`config.mk`:
```
export PLATFORM = sky130hd
export DESIGN_NAME = pin_irq_regbank
export DESIGN_NICKNAME = d
export VERILOG_FILES = /design/src/rtl/pint_pkg.sv /design/src/rtl/pint_decode.sv /design/src/rtl/pint_setclr_vec.sv /design/src/rtl/pint_pin_latch.sv /design/src/rtl/pin_irq_regbank.sv
export SDC_FILE = /design/constraint.sdc
export NUM_CORES = 1
export LEC_CHECK = 0
export BUFFER_PORTS_ARGS = -buffer_cell sky130_fd_sc_hd__buf_2
export CAP_MARGIN = 25
export CORE_AREA = 4 4 172 174
export DETAILED_ROUTE_END_ITERATION = 8
export DIE_AREA = 0 0 176 178
export GPL_TIMING_DRIVEN = 1
export PLACE_DENSITY = 0.59
export RECOVER_POWER = 25
export SLEW_MARGIN = 10
export SYNTH_ARGS = -nofsm -noshare
export SYNTH_HDL_FRONTEND = slang
export SYNTH_SLANG_ARGS = --single-unit
```
`constraint.sdc`:
```
create_clock -name clk -period 3.9 [get_ports clk]
set_clock_uncertainty 0.05 [all_clocks]
set_input_delay 0.585 -clock clk [delete_from_list [all_inputs] [get_ports clk]]
set_output_delay 0.585 -clock clk [all_outputs]
set_load 0.01 [all_outputs]
```
`src/rtl/pint_pkg.sv`:
```
package pint_pkg;
  localparam int REG_COUNT = 10;
  localparam int IDX_BITS  = 4;
  localparam logic [1:0] SIZE_WORD = 2'b10;

  typedef enum logic [IDX_BITS-1:0] {
    IDX_MSET   = 4'd0,
    IDX_MCLR   = 4'd1,
    IDX_REQ    = 4'd2,
    IDX_ASGN   = 4'd3,
    IDX_ESET   = 4'd4,
    IDX_ECLR   = 4'd5,
    IDX_ISET   = 4'd6,
    IDX_ICLR   = 4'd7,
    IDX_PSTATE = 4'd8,
    IDX_LATCH  = 4'd9
  } reg_idx_e;

  function automatic logic [31:0] assign_reset(input int inst);
    case (inst)
      0, 2:    assign_reset = 32'h0000_0101;
      1:       assign_reset = 32'h0101_0000;
      3:       assign_reset = 32'h0202_0303;
      default: assign_reset = 32'h0000_0000;
    endcase
  endfunction
endpackage

```
`src/rtl/pint_decode.sv`:
```
module pint_decode import pint_pkg::*; #(
  parameter int ADDR_W = 6
) (
  input  logic                 en,
  input  logic                 we,
  input  logic [ADDR_W-1:0]    addr,
  input  logic [1:0]           size,
  output logic [REG_COUNT-1:0] wr_sel,
  output logic                 rd_ok,
  output logic [IDX_BITS-1:0]  idx,
  output logic                 err
);
  localparam int WIDX_W = ADDR_W - 2;

  logic [WIDX_W-1:0] word_idx;
  logic aligned, mapped, size_ok, acc_ok;

  assign word_idx = addr[ADDR_W-1:2];
  assign aligned  = (addr[1:0] == 2'b00);
  assign mapped   = aligned && (word_idx < WIDX_W'(REG_COUNT));
  assign size_ok  = (size == SIZE_WORD);
  assign acc_ok   = en && size_ok && mapped;
  // size violation is reported first; either failure gives the same response
  assign err      = en && (!size_ok || !mapped);
  assign rd_ok    = acc_ok && !we;
  assign idx      = mapped ? IDX_BITS'(word_idx) : '0;

  for (genvar g = 0; g < REG_COUNT; g++) begin : g_sel
    assign wr_sel[g] = acc_ok && we && (idx == IDX_BITS'(g));
  end
endmodule

```
`src/rtl/pint_setclr_vec.sv`:
```
module pint_setclr_vec #(
  parameter int W = 32
) (
  input  logic         clk,
  input  logic         rst,
  input  logic         set_we,
  input  logic         clr_we,
  input  logic [W-1:0] wdata,
  output logic [W-1:0] q
);
  always_ff @(posedge clk) begin
    if (rst)         q <= '0;
    else if (set_we) q <= q | wdata;
    else if (clr_we) q <= q & ~wdata;
  end
endmodule

```
`src/rtl/pint_pin_latch.sv`:
```
module pint_pin_latch #(
  parameter int W           = 32,
  parameter int SYNC_STAGES = 2
) (
  input  logic         clk,
  input  logic         rst,
  input  logic [W-1:0] pins,
  input  logic [W-1:0] invert,
  input  logic [W-1:0] edge_mode,
  input  logic         clr_we,
  input  logic [W-1:0] clr_data,
  output logic [W-1:0] cond,
  output logic [W-1:0] pstate,
  output logic [W-1:0] latch
);
  logic [W-1:0] sync_q [SYNC_STAGES];
  logic [W-1:0] prev_q;
  logic [W-1:0] rise, clr_mask, latch_d;

  for (genvar s = 0; s < SYNC_STAGES; s++) begin : g_sync
    if (s == 0) begin : g_first
      always_ff @(posedge clk) begin
        if (rst) sync_q[s] <= '0;
        else     sync_q[s] <= pins;
      end
    end else begin : g_next
      always_ff @(posedge clk) begin
        if (rst) sync_q[s] <= '0;
        else     sync_q[s] <= sync_q[s-1];
      end
    end
  end

  assign cond     = sync_q[SYNC_STAGES-1] ^ invert;
  assign rise     = cond & ~prev_q;
  assign clr_mask = clr_we ? clr_data : '0;
  // edge bits: sticky, new rise beats a same-cycle clear; level bits: follow
  assign latch_d  = (edge_mode & ((latch & ~clr_mask) | rise)) | (~edge_mode & cond);

  always_ff @(posedge clk) begin
    if (rst) begin
      prev_q <= '0;
      pstate <= '0;
      latch  <= '0;
    end else begin
      prev_q <= cond;
      pstate <= cond;
      latch  <= latch_d;
    end
  end
endmodule

```
`src/rtl/pin_irq_regbank.sv`:
```
module pin_irq_regbank import pint_pkg::*; #(
  parameter int ADDR_W   = 6,
  parameter int W        = 32,
  parameter int INSTANCE = 0
) (
  input  logic              clk,
  input  logic              rst,
  input  logic              bus_en,
  input  logic              bus_we,
  input  logic [ADDR_W-1:0] bus_addr,
  input  logic [1:0]        bus_size,
  input  logic [W-1:0]      bus_wdata,
  output logic [W-1:0]      bus_rdata,
  output logic              bus_err,
  input  logic [W-1:0]      pins_in,
  output logic              irq
);
  localparam logic [W-1:0] ASGN_RST = W'(assign_reset(INSTANCE));

  logic [REG_COUNT-1:0] wr_sel;
  logic                 rd_ok, dec_err;
  logic [IDX_BITS-1:0]  idx;
  logic [W-1:0] mask_q, edge_q, inv_q, req_q, asgn_q;
  logic [W-1:0] cond, pstate_q, latch_q, rd_mux;

  pint_decode #(.ADDR_W(ADDR_W)) u_dec (
    .en(bus_en), .we(bus_we), .addr(bus_addr), .size(bus_size),
    .wr_sel(wr_sel), .rd_ok(rd_ok), .idx(idx), .err(dec_err)
  );

  pint_setclr_vec #(.W(W)) u_mask (
    .clk(clk), .rst(rst), .set_we(wr_sel[IDX_MSET]), .clr_we(wr_sel[IDX_MCLR]),
    .wdata(bus_wdata), .q(mask_q)
  );
  pint_setclr_vec #(.W(W)) u_edge (
    .clk(clk), .rst(rst), .set_we(wr_sel[IDX_ESET]), .clr_we(wr_sel[IDX_ECLR]),
    .wdata(bus_wdata), .q(edge_q)
  );
  pint_setclr_vec #(.W(W)) u_inv (
    .clk(clk), .rst(rst), .set_we(wr_sel[IDX_ISET]), .clr_we(wr_sel[IDX_ICLR]),
    .wdata(bus_wdata), .q(inv_q)
  );

  pint_pin_latch #(.W(W), .SYNC_STAGES(2)) u_pins (
    .clk(clk), .rst(rst), .pins(pins_in), .invert(inv_q), .edge_mode(edge_q),
    .clr_we(wr_sel[IDX_LATCH]), .clr_data(bus_wdata),
    .cond(cond), .pstate(pstate_q), .latch(latch_q)
  );

  always_ff @(posedge clk) begin
    if (rst) begin
      req_q  <= '0;
      asgn_q <= ASGN_RST;
    end else begin
      if (wr_sel[IDX_REQ])  req_q  <= bus_wdata;
      if (wr_sel[IDX_ASGN]) asgn_q <= bus_wdata;
    end
  end

  always_comb begin
    case (idx)
      IDX_MSET, IDX_MCLR: rd_mux = mask_q;
      IDX_ESET, IDX_ECLR: rd_mux = edge_q;
      IDX_ISET, IDX_ICLR: rd_mux = inv_q;
      IDX_REQ:            rd_mux = req_q;
      IDX_ASGN:           rd_mux = asgn_q;
      IDX_PSTATE:         rd_mux = pstate_q;
      IDX_LATCH:          rd_mux = latch_q;
      default:            rd_mux = '0;
    endcase
  end

  always_ff @(posedge clk) begin
    if (rst) begin
      bus_rdata <= '0;
      bus_err   <= 1'b0;
      irq       <= 1'b0;
    end else begin
      bus_rdata <= rd_ok ? rd_mux : '0;
      bus_err   <= dec_err;
      irq       <= |(latch_q & mask_q);
    end
  end
endmodule

```
# After elaboration in Yosys (flattened, before gate mapping)
# Memory sizes are Yosys's and may differ from the RTL's.
# Cells that the tools add are included.
# W data, S select, Z words.
# classes
n_reduce_logical,29
order_cmp,1
muxes,14
n_eq_ne,10
bitwise,21
# ops
operator,count
$mux W32,9
$and A32 B32 Y32,8
$pmux W32 S7,1
$or A32 B32 Y32,5
$not A32 Y32,4
$reduce_or A32 Y1,1
$xor A32 B32 Y32,1
$eq A4 B3 Y1 const B,4
$logic_and A1 B1 Y1,15
$eq A4 B2 Y1 const B,2
$eq A4 B4 Y1 const B,2
$reduce_or A2 Y1,4
$reduce_bool A2 Y1,3
$eq A4 B1 Y1 const B,1
$logic_not A4 Y1,1
$lt A4 B4 Y1 const B,1
$mux W4,1
$logic_not A1 Y1,3
$mux W1,3
$eq A2 B2 Y1 const B,1
$logic_not A2 Y1,1
$or A1 B1 Y1,2
$logic_or A1 B1 Y1,1
$not A1 Y1,1
# totals
input_bits,76
reg_bits,258
mem_count,1
ram_bits,64
# memory_table
name,words,word_bits,rd,rd_ports_with_merged_regs,wr,line,rtl
u_pins.sync_q,2,32,2,0,2,pint_pin_latch.sv:16,logic [W-1:0] sync_q [SYNC_STAGES];

# Logic depth before layout (Yosys ltp)
# logic_depth
ltp_word,11
ltp_mapped,7
mapped_depth_nobuf,4

# Modules after synthesis
# From an unflattened synthesis, not the netlist that was laid out.
# hier_totals
cells_unflattened,1409
area_unflattened_um2,13997.2
# modules_own_cells
module,n_inst,seq_area_each_um2,cells_per_inst,area_per_inst_um2
pin_irq_regbank,1,1961.9,530,4864.7
pint_pin_latch,1,2562.5,437,4683.2
pint_setclr_vec,3,640.6,137,1410.1
pint_decode,1,0.0,31,219.0

# Worst setup path before layout
# OpenSTA, ideal clock, no wires.
# synth_timing
path_kind,input -> register
startpoint,in bus_size[0]
endpoint,reg u_pins.latch[10]
n_path_buf,2
setup_slack_ps,1511
arrival_ps,2225
setup_ps,114
cell_stages,6
t_required_ps,3736
cell_sequence,or4b_1 > buf_2 > nor4_2 > clkbuf_1 > a211oi_1 > a21o_1
# synth_between
elab_chain_cells,11
# synth_rtl
element,line,rtl
start: declaration,pin_irq_regbank.sv:11,"input logic [1:0] bus_size,"
$eq A2 B2 Y1,pint_decode.sv:21,assign size_ok = (size == SIZE_WORD);
$logic_and A1 B1 Y1 (2 in a row),pint_decode.sv:22,assign acc_ok = en && size_ok && mapped;
$logic_and A1 B1 Y1 (2 in a row),pint_decode.sv:29,assign wr_sel[g] = acc_ok && we && (idx == IDX_BITS'(g));
$mux W32,pint_pin_latch.sv:36,assign clr_mask = clr_we ? clr_data : '0;
$not A32 Y32,pint_pin_latch.sv:38,assign latch_d = (edge_mode & ((latch & ~clr_mask) | rise)) | (~edge_mode & cond);
$and A32 B32 Y32,pint_pin_latch.sv:38,
$or A32 B32 Y32,pint_pin_latch.sv:38,
$and A32 B32 Y32,pint_pin_latch.sv:38,
$or A32 B32 Y32,pint_pin_latch.sv:38,
end signal: assignment,pint_pin_latch.sv:48,latch <= latch_d;
end: declaration,pint_pin_latch.sv:14,output logic [W-1:0] latch
# No other way between the ends.
# A chain may end at the register's enable or synchronous reset.

==> run_results.csv <==
group,metric,value,unit
status,outcome,"complete, but fails checks",
status,violations,"capacitance limit, slew limit",
setup_path,path_max_fanout,174,
sta,maxSlewViolCount,175,
floorplan,rows,61,
setup_path,worstPathRequired,4.25,ns
power,power.leakage,0.00514,uW
clock_network,cts_max_level,2,
floorplan,start_util,0.448,
layout,drive_gt1_frac,0.188,
floorplan,core,27800,um2
floorplan,dieArea,31300,um2
synthesis,yosys_register_bits,322,
clock_network,cts-resized-gates,0,
clock_network,holdBufCountCts,0,
clock_network,clock_sinks,322,
synthesis,dominantRegCellSynth,"dfxtp_1",
sta,hold_ws,0.232,ns
setup_path,critical_path_class,"primary input to flop",
power,irDropWorstVdd,0.338,mV
synthesis,syn_inst,1314,
placement,port_buffers,109,
clock_network,postCtsSetupBuffers,0,
clock_network,cts_buffer_depth,3,
route,drt_wl_total,36300,um
synthesis,synth.distinct_cells,40,
setup_path,r2r_cells,4,
route,first_iter_violations,1064,
setup_path,worst_r2r_endpoint,"irq",
placement,place_congestion,0.752,
route,ant_nets,0,
setup_path,cp-start-kind,"primary input",
layout,layout.nets,1424,
layout,area_delta_synth_final,15.5,%
synthesis,ys_seq_area_frac,0.518,
floorplan,die_h,178,um
sta,maxSlewHeadroom,-0.337,
route,via_per_inst,5.78,
setup_path,cp-end-kind,"flop",
setup_path,crit_end,"u_pins.latch[15]",
setup_path,reg2reg_slack,2.23,ns
synthesis,syn-num-nets,1390,
sta,rsz0062_at_grt,"false",
job,max_cap_violations,1,
synthesis,yosys_warnings,0,
synthesis,synth_edf_count,0,
global_routing,grt_max_degree,175,
setup_path,crit_start,"rst",
placement,dp_hpwl,20900,um
clock_network,cts_inserted_buffers,34,
clock_network,clkSlewWorstSetupHoldPaths,0.06,ns
sta,post-route-period-util,0.678,
setup_path,crit_chain,"buf_8, clkbuf_4, nor2_1, a21o_1",
synthesis,synth_area,12400,um2
route,drt-pass1-iter-count,8,
route,routedWlPerCell,20.7,um
worst_hold_path,min_path_type,"primary input to flop",
global_routing,first_global_vias,9658,
setup_path,max_stage_delay,1.48,ns
clock_network,clock-root-buffer,"clkbuf_16",
sta,clock.fmax,378,MHz
worst_hold_path,hp-start,"pins_in[18]",
synthesis,async_flop_share,0,
layout,final_util,0.518,
sta,worstMarginPinSlew,2.01,ns
sta,fin_crit,2.64,ns
sta,setup_violations,0,
global_routing,grt.overflow.total,0,
clock_network,cts_tree,"yes",
synthesis,avgSynthCellArea,9.47,um2
layout,final_area,14400,um2
clock_network,clk_latency,0.51,ns
floorplan,die_x,176,um
setup_path,crit_arrival,2.99,ns
placement,dpl_cell_area,13300,um2
global_routing,antenna_found_initial,2,
global_routing,grt_pass1_wl,56700,um
setup_path,crit_slowest_cell,"clkbuf_4",
sta,setup_tns,0,ns
sta,hold_viol,0,
route,via_count,10114,
global_routing,grt_use_total,0.228,
power,p_total,6880,uW
route,drc_errors,0,
floorplan,io_pins,110,
power,power.density,479,nW/um2
[kinds of logic (layout without fill, tap and decap cells)]
kind of cell           after synthesis  count (layout)  share of synthesized area
AO/OA/AOI/OAI                      432             432                      0.235
AND/OR/NAND/NOR                    330             330                      0.125
flip-flops                         322             322                      0.518
buffers and inverters              134             192                     0.0417
multiplexers                        64              64                     0.0578
XOR/XNOR                            32              32                     0.0225
other                                0               1                          0
[critical path: cells and delay by family]
kind / cells / cell delay, ns
AOI/OAI and AO/OA: 1 / 0.24
buffers and inverters: 2 / 1.77
and+or+nand+nor: 1 / 0.24
[synthesized netlist by cell type (2+ instances only)]
library cell | count | share of area
xnor2_1 | 32 | 0.023
a222oi_1 | 31 | 0.025
nor2b_1 | 64 | 0.032
nand4_1 | 5 | 0.0025
nand2b_1 | 3 | 0.0015
a21oi_1 | 159 | 0.064
nor3_1 | 2 | 0.00080
buf_2 | 13 | 0.0052
o21ai_1 | 5 | 0.0020
nor2_1 | 37 | 0.011
nor4b_1 | 3 | 0.0021
a311oi_1 | 32 | 0.023
nor4_2 | 3 | 0.0030
mux2_2 | 63 | 0.057
clkbuf_1 | 120 | 0.036
nor4_1 | 2 | 0.0010
a32oi_1 | 32 | 0.023
nand3b_1 | 4 | 0.0024
nand2_1 | 194 | 0.059
a21o_1 | 32 | 0.019
o21ai_0 | 28 | 0.011
dfxtp_1 | 322 | 0.52
a211oi_1 | 96 | 0.058
a22oi_1 | 16 | 0.0097
[metrics by stage]
stage	setup slack (ns)	instances
after detailed placement	0.979	1690
final	1.26	1751
after floorplan	1.51	1314
after global placement	1.02	1690
after CTS	1.49	1750
after global routing	1.09	1751
[where the power goes]
group          internal, uW  total [uW]  switching (uW)
clock                  1970        3250            1280
sequential             3340        3370            26.2
combinational          95.9         271             175
total                  5400        6880            1480
[metal layers]
layer / part of all wire / wire [um] / GRT usage / vias to the layer above
met2: 0.43 / 15700 / 0.340 / 375
met1: 0.47 / 17100 / 0.339 / 4836
met4: 0.023 / 845 / 0.0689 / 2
met3: 0.075 / 2710 / 0.0371 / 61
met5: 0.00036 / 13 / 0 / -
li1: - / - / - / 4840
[placed cells by master (no fill, tap or decap), types with 2 or more instances in the layout]
cell	Yosys	layout
nor4b_1	3	2
nor2_2	0	3
a22oi_1	16	16
clkbuf_1	120	10
nand3b_1	4	4
a21o_1	32	32
clkbuf_8	0	9
a21oi_1	159	159
a222oi_1	31	31
buf_12	0	4
buf_2	13	107
nor4_4	1	4
a211oi_1	96	96
mux2_2	63	63
o21ai_1	5	5
a32oi_1	32	32
a311oi_1	32	32
clkinv_2	0	3
dfxtp_1	322	322
xnor2_1	32	32
buf_4	0	19
nand4_1	5	5
nor2b_1	64	64
clkbuf_16	0	37
nand2b_1	3	3
nor2_1	37	34
o21ai_0	28	28
nand2_1	194	194
[cell type report]
type	count	area (um2)
clock buffers	56	1090
fillers	2569	13400
diodes	1	2.50
flip-flops and latches	322	6450
clock inverters	4	45.0
repair buffers	132	781
multi-input cells	858	5550
well taps	378	473
[how the worst min path moves through the flow]
stage	endpoint	cells after the start	slack, ns
floorplan	u_pins.sync_q[1][0]	1	0.36
global placement	u_pins.sync_q[1][13]	1	0.37
detailed placement	u_pins.sync_q[1][13]	1	0.37
CTS	u_pins.sync_q[0][18]	2	0.21
global route	u_pins.sync_q[0][18]	2	0.21
finish	u_pins.sync_q[0][18]	2	0.23
(Power assumes the default switching activity.)
